### src/rtl/ldiag_pkg.sv
package ldiag_pkg;

  localparam int NPH = 4;

  typedef enum logic [2:0] {
    ST_IDLE   = 3'd0,
    ST_SYNC   = 3'd1,
    ST_GND    = 3'd2,
    ST_SUP    = 3'd3,
    ST_OPEN   = 3'd4,
    ST_SHRT   = 3'd5,
    ST_SETTLE = 3'd6
  } ldiag_state_e;

  function automatic logic is_test(ldiag_state_e s);
    return (s == ST_GND) || (s == ST_SUP) || (s == ST_OPEN) || (s == ST_SHRT);
  endfunction

  // window index; this also sets the result bit position within a channel
  function automatic logic [1:0] phase_idx(ldiag_state_e s);
    case (s)
      ST_SUP:  return 2'd1;
      ST_OPEN: return 2'd2;
      ST_SHRT: return 2'd3;
      default: return 2'd0;
    endcase
  endfunction

  function automatic logic [NPH-1:0] phase_onehot(ldiag_state_e s);
    if (is_test(s)) return NPH'(1) << phase_idx(s);
    return '0;
  endfunction

  function automatic ldiag_state_e next_state(ldiag_state_e s, logic full);
    case (s)
      ST_SYNC: return ST_GND;
      ST_GND:  return ST_SUP;
      ST_SUP:  return full ? ST_OPEN : ST_SETTLE;
      ST_OPEN: return ST_SHRT;
      ST_SHRT: return ST_SETTLE;
      default: return ST_IDLE;
    endcase
  endfunction

endpackage

### src/rtl/ldiag_timer.sv
module ldiag_timer #(
  parameter int CW = 8
) (
  input  logic          clk,
  input  logic          rst_n,
  input  logic          run,
  input  logic          restart,
  input  logic [CW-1:0] len,
  output logic          seg_end
);
  logic [CW-1:0] cnt;

  assign seg_end = run && (cnt == len - CW'(1));

  always_ff @(posedge clk or negedge rst_n) begin
    if (!rst_n)                 cnt <= '0;
    else if (restart || !run)   cnt <= '0;
    else if (seg_end)           cnt <= '0;
    else                        cnt <= cnt + CW'(1);
  end
endmodule

### src/rtl/ldiag_ctrl.sv
module ldiag_ctrl
  import ldiag_pkg::*;
#(
  parameter int NCH        = 4,
  parameter int CW         = 8,
  parameter int SYNC_LEN   = 40,
  parameter int PHASE_LEN  = 10,
  parameter int SETTLE_LEN = 30
) (
  input  logic               clk,
  input  logic               rst_n,
  input  logic               start_req,
  input  logic [NCH-1:0]     hiz_i,
  input  logic               seg_end,
  output ldiag_state_e       state_o,
  output logic [CW-1:0]      seg_len_o,
  output logic               start_ok_o,
  output logic               full_o,
  output logic [NCH-1:0]     mask_o,
  output logic               done_o,
  output logic               reject_o
);
  ldiag_state_e state;
  logic         idle;
  logic         start_bad;

  assign idle       = (state == ST_IDLE);
  assign start_ok_o = start_req && idle && (|hiz_i);
  assign start_bad  = start_req && idle && !(|hiz_i);
  assign state_o    = state;

  always_comb begin
    case (state)
      ST_SYNC:   seg_len_o = CW'(SYNC_LEN);
      ST_SETTLE: seg_len_o = CW'(SETTLE_LEN);
      default:   seg_len_o = CW'(PHASE_LEN);
    endcase
  end

  always_ff @(posedge clk or negedge rst_n) begin
    if (!rst_n) begin
      state    <= ST_IDLE;
      full_o   <= 1'b0;
      mask_o   <= '0;
      done_o   <= 1'b0;
      reject_o <= 1'b0;
    end else begin
      reject_o <= start_bad;
      if (start_ok_o) begin
        state  <= ST_SYNC;
        full_o <= &hiz_i;
        mask_o <= hiz_i;
        done_o <= 1'b0;
      end else if (!idle && seg_end) begin
        state <= next_state(state, full_o);
        if (state == ST_SETTLE) done_o <= 1'b1;
      end
    end
  end
endmodule

### src/rtl/ldiag_results.sv
module ldiag_results #(
  parameter int NCH = 4,
  parameter int NPH = 4,
  localparam int IW = (NPH > 1) ? $clog2(NPH) : 1
) (
  input  logic               clk,
  input  logic               rst_n,
  input  logic               clear,
  input  logic               sample_en,
  input  logic [IW-1:0]      sample_idx,
  input  logic [NCH-1:0]     cmp_i,
  input  logic [NCH-1:0]     mask_i,
  output logic [NCH*NPH-1:0] result_o
);
  for (genvar c = 0; c < NCH; c++) begin : g_ch
    for (genvar p = 0; p < NPH; p++) begin : g_ph
      always_ff @(posedge clk or negedge rst_n) begin
        if (!rst_n)
          result_o[c*NPH+p] <= 1'b0;
        else if (clear)
          result_o[c*NPH+p] <= 1'b0;
        else if (sample_en && (sample_idx == IW'(p)))
          result_o[c*NPH+p] <= cmp_i[c] & mask_i[c];
      end
    end
  end
endmodule

### src/rtl/load_diag_seq.sv
module load_diag_seq
  import ldiag_pkg::*;
#(
  parameter int NCH        = 4,
  parameter int SYNC_CYC   = 40,
  parameter int PHASE_CYC  = 10,
  parameter int SETTLE_CYC = 30,
  parameter int CTL_W      = 8,
  parameter int START_BIT  = 0
) (
  input  logic                 clk,
  input  logic                 rst_n,
  input  logic                 ctl_wr,
  input  logic [CTL_W-1:0]     ctl_wdata,
  input  logic [NCH-1:0]       hiz_i,
  input  logic [NCH-1:0]       cmp_i,
  output logic [3:0]           phase_sel_o,
  output logic                 busy_o,
  output logic                 done_o,
  output logic                 reject_o,
  output logic                 full_o,
  output logic [NCH*4-1:0]     result_o
);
  localparam int MAX_A  = (SYNC_CYC > PHASE_CYC) ? SYNC_CYC : PHASE_CYC;
  localparam int MAXLEN = (MAX_A > SETTLE_CYC) ? MAX_A : SETTLE_CYC;
  localparam int CW     = $clog2(MAXLEN + 1);

  ldiag_state_e  state;
  logic [CW-1:0] seg_len;
  logic          seg_end;
  logic          start_req;
  logic          start_ok;
  logic [NCH-1:0] mask;
  logic          sample_en;
  logic [1:0]    sample_idx;

  assign start_req   = ctl_wr && ctl_wdata[START_BIT];
  assign busy_o      = (state != ST_IDLE);
  assign phase_sel_o = phase_onehot(state);
  assign sample_en   = is_test(state) && seg_end;
  assign sample_idx  = phase_idx(state);

  ldiag_ctrl #(
    .NCH(NCH), .CW(CW), .SYNC_LEN(SYNC_CYC),
    .PHASE_LEN(PHASE_CYC), .SETTLE_LEN(SETTLE_CYC)
  ) u_ctrl (
    .clk(clk), .rst_n(rst_n), .start_req(start_req), .hiz_i(hiz_i),
    .seg_end(seg_end), .state_o(state), .seg_len_o(seg_len),
    .start_ok_o(start_ok), .full_o(full_o), .mask_o(mask),
    .done_o(done_o), .reject_o(reject_o)
  );

  ldiag_timer #(.CW(CW)) u_timer (
    .clk(clk), .rst_n(rst_n), .run(busy_o), .restart(start_ok),
    .len(seg_len), .seg_end(seg_end)
  );

  ldiag_results #(.NCH(NCH), .NPH(NPH)) u_res (
    .clk(clk), .rst_n(rst_n), .clear(start_ok), .sample_en(sample_en),
    .sample_idx(sample_idx), .cmp_i(cmp_i), .mask_i(mask),
    .result_o(result_o)
  );
endmodule

### config.mk
export PLATFORM = sky130hd
export DESIGN_NAME = load_diag_seq
export DESIGN_NICKNAME = d
export VERILOG_FILES = /design/src/rtl/ldiag_pkg.sv /design/src/rtl/ldiag_timer.sv /design/src/rtl/ldiag_ctrl.sv /design/src/rtl/ldiag_results.sv /design/src/rtl/load_diag_seq.sv
export SDC_FILE = /design/constraint.sdc
export NUM_CORES = 1
export LEC_CHECK = 0
export CORE_MARGIN = 4
export CORE_UTILIZATION = 43
export DETAILED_ROUTE_END_ITERATION = 16
export GPL_TIMING_DRIVEN = 1
export MAX_ROUTING_LAYER = met4
export PLACE_DENSITY_LB_ADDON = 0.08
export SLEW_MARGIN = 20
export SYNTH_ARGS = -nofsm -noshare
export SYNTH_HDL_FRONTEND = slang
export SYNTH_SLANG_ARGS = --single-unit
### constraint.sdc
create_clock -name clk -period 1.7 [get_ports clk]
set_input_delay 0.255 -clock clk [delete_from_list [all_inputs] [get_ports clk]]
set_output_delay 0.255 -clock clk [all_outputs]
set_load 0.01 [all_outputs]
; ---- Yosys cells after proc, flatten, opt, wreduce, memory -nomap -nowiden
; Cells that the tools add are included.
; Widths: inputs -> output; s select.
[classes]
n_addsub = 2
eq_ne = 10
n_shift = 1
muxes = 47
bitwise_logic = 4
reduce_logical = 30
[ops]
columns = op, n
row1 = $mux 1, 36
row2 = $pmux 3 s5, 1
row3 = $mux 6, 2
row4 = $pmux 6 s2, 1
row5 = $reduce_bool 2->1, 6
row6 = $logic_and 1x1->1, 11
row7 = $eq 3x3->1 const B, 3
row8 = $mux 4, 2
row9 = $add 6x1->6 const B, 1
row10 = $eq 3x2->1 const B, 2
row11 = $eq 6x6->1, 1
row12 = $mux 3, 2
row13 = $pmux 2 s3, 1
row14 = $sub 6x1->6 const B, 1
row15 = $and 1x1->1, 4
row16 = $eq 2x2->1 const B, 2
row17 = $logic_or 1x1->1, 4
row18 = $mux 2, 2
row19 = $reduce_and 4->1, 1
row20 = $reduce_or 4->1, 1
row21 = $shl 1x2->4 const A, 1
row22 = $eq 3x1->1 const B, 1
row23 = $logic_not 1->1, 3
row24 = $logic_not 3->1, 1
row25 = 4 further kinds, 4
[word_totals]
reg_bits = 32
input_bits = 19
output_inout_bits = 24
wordCells = 116

; ---- Depth between registers and ports, before layout
; Gate-level depths: netlist of run 1.
[logic_depth]
ltp_word = 9
ltp_mapped = 8
mapped_depth_nobuf = 6

; ---- Cells and area by module
; Synthesis of run 1 repeated with hierarchy kept, for this count alone.
[unflattened]
hier_cells = 169
hier_area_um2 = 1826.8
[modules_own_cells]
columns = mod, n_inst, cells_each, area_per_inst_um2
row1 = ldiag_results, 1, 59, 732.0
row2 = ldiag_ctrl, 1, 51, 543.0
row3 = ldiag_timer, 1, 49, 480.5
row4 = load_diag_seq, 1, 10, 71.3

; ---- Worst setup path after synthesis of run 1
; Ideal clock, no wire load.
[synth_path]
path_type = reg-to-reg
startpoint = register u_ctrl.state[1], in the netlist u_ctrl.state_o[1]
endpoint = register u_res.result_o[11]
setup_ns = 0.123
arrival_ns = 1.759
required_time_ns = 1.577
slack_ns = -0.182
path_stages_with_launch = 8
path_buffers = 2
period_less_slack_ns = 1.882
cell_sequence = dfrtp_1 > buf_6 > nor3b_2 > mux2i_4 > o211ai_4 > or3_1 > buf_6 > mux2i_1
[synth_between]
elab_chain_cells = 8
word_cells_on_any_way = 23
[synth_rtl]
columns = item, line_no
row1 = from (decl), ldiag_ctrl.sv:23  ; ldiag_state_e state;
row2 = from (signal assigned), ldiag_ctrl.sv:55  ; state <= next_state(state, full_o);
row3 = $eq 3x3->1 or $eq 3x1->1 (tied branches), ldiag_ctrl.sv:33  ; case (state)
row4 = $pmux 6 s2, ldiag_ctrl.sv:33
row5 = $sub 6x1->6, ldiag_timer.sv:13  ; assign seg_end = run && (cnt == len - CW'(1));
row6 = $eq 6x6->1, ldiag_timer.sv:13
row7 = $logic_and 1x1->1, ldiag_timer.sv:13
row8 = $logic_and 1x1->1, load_diag_seq.sv:40  ; assign sample_en = is_test(state) && seg_end;
row9 = $logic_and 1x1->1, ldiag_results.sv:22  ; else if (sample_en && (sample_idx == IW'(p)))
row10 = $reduce_bool 2->1 (no line), --
row11 = "to (signal, indexed assignment)", ldiag_results.sv:23  ; result_o[c*NPH+p] <= cmp_i[c] & mask_i[c];
row12 = to (decl), ldiag_results.sv:13  ; output logic [NCH*NPH-1:0] result_o
; Several ways; a longest one is shown, not always the timed one.
; A chain may end at the register's enable or synchronous reset.

; ---- Worst setup path in the final report of run 1
; Ends and elaborated chain as after synthesis.

==> out/qor.csv, run 1 <==
stage,metric,value,unit
placement,place_area,0.002185,sq mm
logic_synthesis,yosys_warnings,0,
setup_path,crit_required,1.89,ns
placement,place_congestion,0.8880,
setup_path,worstReg2RegEnd,u_res.result_o[11]$_DFFE_PN0P_,
timing,setup_ws,-0.1493,ns
clocking,cts_buffers,5,
setup_path,setup.worst_path.start_class,flop,
logic_synthesis,synth.most_common_cell,dfrtp_1,
timing,hold_viol,0,
global_routing,first_global_vias,1445,
setup_path,crit_buf_inv,0,
logic_synthesis,synth_fp_nets,164,
setup_path,reg2regPathDepth,5,
setup_path,ff2ff_setup_slack,-0.15,ns
setup_path,timing.rr.start,u_ctrl.state_o[1]$_DFFE_PN0P_,
routing,viasPerCell,5.191,
clocking,cts_sinks,32,
flow_run,cap_violations,0,
clocking,h-tree-depth,2,
global_routing,antenna_found_initial,0,
timing,post-route-min-period,1.849,ns
routing,ant_nets,0,
outcome,outcome,"complete, but fails checks",
floorplanning,die_area,0.004749,sq mm
floorplanning,row_count,21,
logic_synthesis,synth_commonest_cells,"dfrtp_1 (32), nand2_1 (19), nor2_1 (17), mux2i_1 (16)",
timing,tightestPinTransition,0.4077,ns
power,p_per_area,1131,mW/mm^2
routing,vias,1329,
placement,dp.final_hpwl,2.877,mm
logic_synthesis,synth_enable_flop_cells,0,
routing,wire_per_inst,15.11,um
global_routing,grt_util_all_layers,19.70,%
setup_path,crit_path_top_delay_cell,dfrtp_2,
timing,max_freq,0.5408,GHz
setup_path,end_kind,flop,
clocking,insertion_delay,0.28,ns
clocking,path_clk_slew,0.06,ns
setup_path,worstPathMaxFanout,4,
global_routing,grt_pass1_wl,6.630,mm
logic_synthesis,synth_ff_type,dfrtp_1,
logic_synthesis,synth_top_area_share,50.20,%
timing,setup_viol,22,
routing,dr.pass1.iters,4,
final_layout,drive_above_1_share,31.90,%
routing,wl,3.867,mm
timing,rsz0062_at_grt,true,
logic_synthesis,yosysSeqAreaShare,50.20,%
clocking,root_buffer,clkbuf_8,
outcome,failed_checks,negative setup slack,
floorplanning,die_w,68.91,um
logic_synthesis,synth_cell_types,38,
logic_synthesis,synth_seq_cells,32,
setup_path,critPathKind,flop to flop,
placement,port_buffers,35,
setup_path,worst_ep_arrival_time,2.04,ns
timing,drv_slew,0,
clocking,cts_tree,yes,
final_layout,area_growth,48.31,%
logic_synthesis,synthTopCellsByArea,"dfrtp_1 (50%), mux2i_1 (10%), nand2_1 (4.5%)",
logic_synthesis,synth_area,0.001595,sq mm
setup_path,cp_cell_sequence,and2b_2 > a221oi_4 > o211ai_4 > or3_4 > mux2i_1,
global_routing,grt_overflow,0,
setup_path,max_stage_delay,0.44,ns
final_layout,fin_nets,232,
routing,drcViolationCount,0,
timing,finClkSkew,0.005840,ns
final_layout,diodes,0,
floorplanning,start_util,46.00,%
hold_path,hold_class,primary input to asynchronous set/reset pin,
logic_synthesis,syn_inst,144,
timing,fin_tns_setup,-2.181,ns
logic_synthesis,ys_async_sr_fraction,100.0,%
routing,drt_iter0_drc,79,
power,p_leak,1.113,nW
final_layout,design_area,0.002366,sq mm
floorplanning,io_pins,43,
setup_path,critPathTopFamily,simple AND/OR/NAND/NOR gates,
power,peakVddDrop,0.6262,mV
floorplanning,core_area,0.003468,sq mm
timing,slew_headroom,72.82,%
floorplanning,fp.dieH,68.91,um
logic_synthesis,avgSynthCellArea,11.08,sq um
timing,post-route-period-util,108.8,%
logic_synthesis,yosysTopAreaCell,dfrtp_1,
global_routing,grt_max_degree,33,
clocking,clock_path_buffers,2,
-- sequential cells by signal (all words and copies together) (netlist names) --
name,count
u_ctrl.done_o,1
u_ctrl.mask_o,4
u_timer.cnt,6
u_ctrl.reject_o,1
u_ctrl.state_o,3
u_ctrl.full_o,1
u_res.result_o,16
-- power by group --
part | internal (mW) | switching, mW
Sequential | 0.901 | 0.131
Clock | 0.263 | 0.243
Combinational | 0.600 | 0.537
-- cells in the final DEF (no fill, tap or decap), types with 2 or more instances in the layout --
cell,n
xor2_1,2
nand3_1,2
and2_1,5
mux2i_1,15
inv_1,5
nand2_1,19
clkdlybuf4s15_2,2
buf_6,5
dfrtp_2,2
buf_4,27
buf_2,2
a22o_1,4
o21ai_2,2
o21ai_1,2
nor2_1,16
clkdlybuf4s50_1,30
clkbuf_8,5
xnor2_1,3
dfrtp_1,30
nor3_1,2
-- timing repair --
| item | in CTS | in global routing |
|---|---|---|
| pin swaps | 2 | 3 |
| hold buffers | 0 | 0 |
| buffers inserted | 3 | 0 |
| resized for setup | 25 | 15 |
| endpoints found under the setup margin | 34 | 33 |
| hold endpoints to repair | 0 | 0 |
-- worst max-delay path by stage --
stage	endpoint	start	cells after the start	slack [ns]
detailed placement	u_ctrl.state_o[0]$_DFFE_PN0P_	hiz_i[1]	4	-0.17
global route	u_res.result_o[13]$_DFFE_PN0P_	u_ctrl.state_o[1]$_DFFE_PN0P_	7	-0.23
finish	u_res.result_o[11]$_DFFE_PN0P_	u_ctrl.state_o[1]$_DFFE_PN0P_	5	-0.15
CTS	u_res.result_o[11]$_DFFE_PN0P_	u_ctrl.state_o[1]$_DFFE_PN0P_	5	-0.14
floorplan	u_res.result_o[11]$_DFFE_PN0P_	u_ctrl.state_o[1]$_DFFE_PN0P_	7	-0.14
global placement	u_ctrl.state_o[0]$_DFFE_PN0P_	hiz_i[1]	4	-0.16
-- through the flow --
stage | std cells | utilization [%] | power (mW) | hold slack (ns) | setup WS [ns]
global route | 256 | 68.22 | 2.853 | 0.4436 | -0.2282
global placement | 248 | 62.99 | 1.995 | 0.4708 | -0.1598
finish | 256 | 68.22 | 2.677 | 0.3941 | -0.1493
detailed placement | 248 | 62.99 | 2.026 | 0.4785 | -0.1670
floorplan | 144 | - | 1.612 | -0.04059 | -0.1356
CTS | 256 | 66.52 | 2.606 | 0.4113 | -0.1427
-- layer usage --
layer	part of all wire, %	up-vias	GRT usage (%)
met2	52	29	32.26
met3	3.2	6	5.348
li1	-	633	-
met5	0	-	-
met4	1.7	0	5.596
met1	44	661	23.94
-- cell type report --
type	instances	area (sq um)
Timing Repair Buffer	68	620.6
Sequential cell	32	803.3
Fill cell	290	1102
Clock buffer	5	68.82
Tap cell	46	57.56
Inverter	5	18.77
Multi-Input combinational cell	100	797.0
-- worst register-to-register path: stages, from the launching register on --
cell and delay (ns):
dfrtp_2 0.44, and2b_2 0.24, a221oi_4 0.38, o211ai_4 0.12
or3_4 0.39, mux2i_1 0.20
-- logic make-up (layout without fill, tap and decap cells) --
group                      Yosys count  in the layout  share of synthesized area [%]
DFF                                 32             32                          50.20
buffers and inverters               12             78                          5.098
AOI/OAI and AO/OA                   17             17                          9.882
muxes                               17             17                          11.45
adders and majority gates            1              1                         0.7842
xor gates and xnor gates             5              5                          2.746
and+or+nand+nor                     60             60                          19.84
Power figures use the tool's default switching activity.
==> inputs of run 2 (changes only) <==
Settings changed: GPL_ROUTABILITY_DRIVEN set to 0.
==> results of run 2 <==
Final layout, timing and power as in run 1 (identical DEF).
==> inputs of run 3 (changes only) <==
Settings changed: CAP_MARGIN set to 20, CORE_UTILIZATION 43 to 45, SYNTH_HIERARCHICAL set to 1.
==> run 3 against run 2 <==
The run still ends with negative setup slack left. Global-route usage grew 0.26 points. Wire length rose by 22%. Non-clock buffer count grew 17. Highest routed layer unchanged. Critical path depth up 7. Worst setup slack worse by 0.73 ns. Clock skew is 0.00056 ns higher.
==> out/qor.csv, run 3 <==
stage,metric,value,unit,change
outcome,outcome,"complete, but fails checks",,
outcome,failed_checks,negative setup slack,,
final_layout,top_register,u_res/result_o,,
timing,post-route-period-util,152.0,%,+43 points
floorplanning,die_area,0.005143,sq mm,+8.3%
final_layout,fin_nets,276,,+19%
setup_path,worstPathMaxFanout,4,,unchanged
logic_synthesis,synth_commonest_cells,"dfrtp_1 (32), nand2b_1 (17), mux2i_1 (16), inv_1 (8)",,
clocking,cts_hold_buf,0,,unchanged
power,p_leak,1.356,nW,+22%
placement,port_buffers,35,,unchanged
routing,drcViolationCount,0,,unchanged
setup_path,critPathKind,flop to flop,,
clocking,h-tree-depth,2,,unchanged
routing,viasPerCell,5.162,,-0.57%
clocking,cts_sinks,32,,unchanged
clocking,cts_tree,yes,,
timing,drv_slew,0,,unchanged
setup_path,worst_ep_arrival_time,2.75,ns,+0.71 ns
setup_path,max_stage_delay,0.42,ns,-0.02 ns
logic_synthesis,synth_area,0.001827,sq mm,+15%
final_layout,most-common-layout-cells,"buf_4 (40), dfrtp_1 (31), clkdlybuf4s50_1 (30)",,
final_layout,final_common_cell,buf_4,,
setup_path,end_kind,flop,,
clocking,root_buffer,clkbuf_8,,
clocking,insertion_delay,0.29,ns,about the same
setup_path,reg2regPathDepth,12,,+7
global_routing,grt_max_degree,33,,unchanged
final_layout,num-fill-cells,243,,-16%
setup_path,crit_buf_inv,3,,+3
setup_path,setup.worst_path.start_class,flop,,
logic_synthesis,yosys_warnings,6,,+6
timing,fin_hold_ws,0.3658,ns,-0.02833 ns
setup_path,cp_cell_sequence,inv_2 > and3_4 > inv_4 > inv_4 > ha_4 > xor2_1 > nand3_1 > nor4b_4 > and2_4 > and2_4 > or3b_4 > mux2i_1,,
logic_synthesis,synth_fp_nets,191,,+16%
logic_synthesis,synth_seq_cells,32,,unchanged
routing,wire_per_inst,15.51,um,+2.7%
timing,setup_ws,-0.8835,ns,-0.7342 ns
logic_synthesis,synth_cell_types,41,,+7.9%
routing,wl,4.701,mm,+22%
power,p_per_area,1493,mW/mm^2,+32%
power,p_total,4.266,mW,+59%
logic_synthesis,synthTopCellsByArea,"dfrtp_1 (44%), mux2i_1 (8.8%), nand2b_1 (5.8%)",,
logic_synthesis,synth_enable_flop_cells,0,,unchanged
setup_path,critPathTopFamily,simple AND/OR/NAND/NOR gates,,
global_routing,grt_pass1_wl,7.872,mm,+19%
timing,setup_viol,32,,+45%
setup_path,crit_end,u_res/result_o[8]$_DFFE_PN0P_,,
final_layout,area_growth,56.44,%,
hold_path,hold_class,primary input to asynchronous set/reset pin,,
global_routing,first_global_vias,1723,,+19%
setup_path,cp.depth,12,,+7
logic_synthesis,avgSynthCellArea,10.81,sq um,-2.4%
power,peakVddDrop,0.9264,mV,+48%
timing,post-route-min-period,2.583,ns,+0.7342 ns
logic_synthesis,yosysSeqAreaShare,43.84,%,-6.4 points
final_layout,top_regs,"u_res/result_o x16, u_timer/cnt x6, u_ctrl/mask_o x4",,
floorplanning,start_util,48.09,%,+2.1 points
final_layout,seq_area,802.0,sq um,-0.16%
floorplanning,io_pins,43,,unchanged
logic_synthesis,syn_inst,169,,+17%
placement,dp.final_hpwl,3.248,mm,+13%
timing,rsz0062_at_grt,true,,
floorplanning,die_w,71.72,um,+4.1%
clocking,cts_buffers,5,,unchanged
setup_path,startpoint,u_ctrl/state_o[2]$_DFFE_PN0P_,,
logic_synthesis,synth_ff_type,dfrtp_1,,
logic_synthesis,synth.most_common_cell,dfrtp_1,,
timing,max_freq,0.3871,GHz,-28%
setup_path,timing.rr.start,u_ctrl/state_o[2]$_DFFE_PN0P_,,
flow_run,cap_violations,0,,unchanged
timing,finClkSkew,0.006404,ns,+0.0005641 ns
timing,hold_viol,0,,unchanged
global_routing,grt_util_all_layers,19.96,%,+0.26 points
clocking,clock_path_buffers,2,,unchanged
global_routing,grt_overflow,0,,unchanged
logic_synthesis,ys_async_sr_fraction,100.0,%,unchanged
global_routing,antenna_found_initial,0,,unchanged
floorplanning,core_area,0.003799,sq mm,+9.5%
floorplanning,row_count,22,,+4.8%
setup_path,worstReg2RegEnd,u_res/result_o[8]$_DFFE_PN0P_,,
final_layout,multi_input_area,0.001066,sq mm,+34%
floorplanning,fp.dieH,71.72,um,+4.1%
routing,ant_nets,0,,unchanged
final_layout,diodes,0,,unchanged
logic_synthesis,yosysTopAreaCell,dfrtp_1,,
setup_path,ff2ff_setup_slack,-0.88,ns,-0.73 ns
setup_path,crit_path_top_delay_cell,dfrtp_2,,
routing,vias,1564,,+18%
routing,dr.pass1.iters,4,,unchanged
routing,drt_iter0_drc,64,,-19%
clocking,path_clk_slew,0.07,ns,about the same
final_layout,largest_reg_flops,16,,unchanged
final_layout,drive_above_1_share,38.04,%,+6.1 points
setup_path,crit_required,1.87,ns,-0.02 ns
logic_synthesis,synth_top_area_share,43.84,%,-6.4 points
## run 3: changes by cell type in the layout (fill, tap and decap cells not counted), sizes merged, moves of 4 or more
cell    before  now
a211oi       0    5
nand2b       1   17
inv          5    9
nand2       19    4
nor2        17    4
xor2         2    6
buf         35   55
nand3        2    7
nand3b       0    6
a31oi        0    4
nor2b        0    8
## run 3: report_power, final
group,switching [mW],internal [mW],total [mW]
clock network,0.306,0.434,0.740
logic,1.09,1.33,2.42
registers,0.143,0.966,1.11
## run 3: final cells by class
class                           instances  area share (%)
Clock inverter                          3           1.489
Sequential cell                        32           28.06
Timing Repair Buffer                   85           27.19
Inverter                                9           1.445
Clock buffer                            5           2.408
Tap cell                               48           2.102
Multi-Input combinational cell        121           37.30
## run 3: worst reg2reg max path, cell delays in order (launching register included)
cell and delay, ns:
dfrtp_2 0.42, inv_2 0.06, and3_4 0.19, inv_4 0.04, inv_4 0.04, ha_4 0.18
xor2_1 0.16, nand3_1 0.16, nor4b_4 0.33, and2_4 0.19, and2_4 0.13, or3b_4 0.41
mux2i_1 0.14
## run 3: kinds of logic after synthesis
group | Yosys count | synth area share [%]
compound gates | 22 | 9.384
xor+xnor | 12 | 5.753
fa+ha+maj | 3 | 2.055
buf+inv | 16 | 4.315
flops | 32 | 43.84
mux | 16 | 8.767
other cells | 2 | 0.4111
simple gates | 66 | 25.48
## run 3: per-layer routing
metal	wire (um)	vias up	track usage, %
li1	-	763	-
met1	1989	767	22.64
met2	2474	30	35.20
met3	189	4	3.647
met4	48	0	6.681
met5	0	-	-
## run 3: per-stage QoR
stage | setup WS, ns | utilization [%] | std cells | cell area, sq um | TNS [ns]
3_3_place_gp | -0.8140 | 66.01 | 282 | 2507 | -16.91
4_1_cts | -0.7964 | 73.55 | 300 | 2794 | -15.06
5_1_grt | -0.9946 | 75.23 | 303 | 2858 | -20.39
3_5_place_dp | -0.9160 | 66.01 | 282 | 2507 | -19.25
6_report | -0.8835 | 75.23 | 303 | 2858 | -17.31
2_1_floorplan | -1.155 | - | 169 | 1872 | -19.87
## run 3: how the worst min path moves through the flow
stage / start / end
after floorplan: rst_n / u_ctrl/done_o$_DFFE_PN0P_
after global placement: u_ctrl/done_o$_DFFE_PN0P_ / u_ctrl/done_o$_DFFE_PN0P_
after detailed placement: u_ctrl/done_o$_DFFE_PN0P_ / u_ctrl/done_o$_DFFE_PN0P_
after CTS: rst_n / u_ctrl/full_o$_DFFE_PN0P_
after global routing: rst_n / u_res/result_o[7]$_DFFE_PN0P_
final: rst_n / u_timer/cnt[2]$_DFF_PN0_
## run 3: what timing repair did
item | CTS | global route
pin swaps | 8 | 9
buffers inserted | 11 | 5
setup endpoints to repair | 31 | 36
resized for setup | 48 | 9
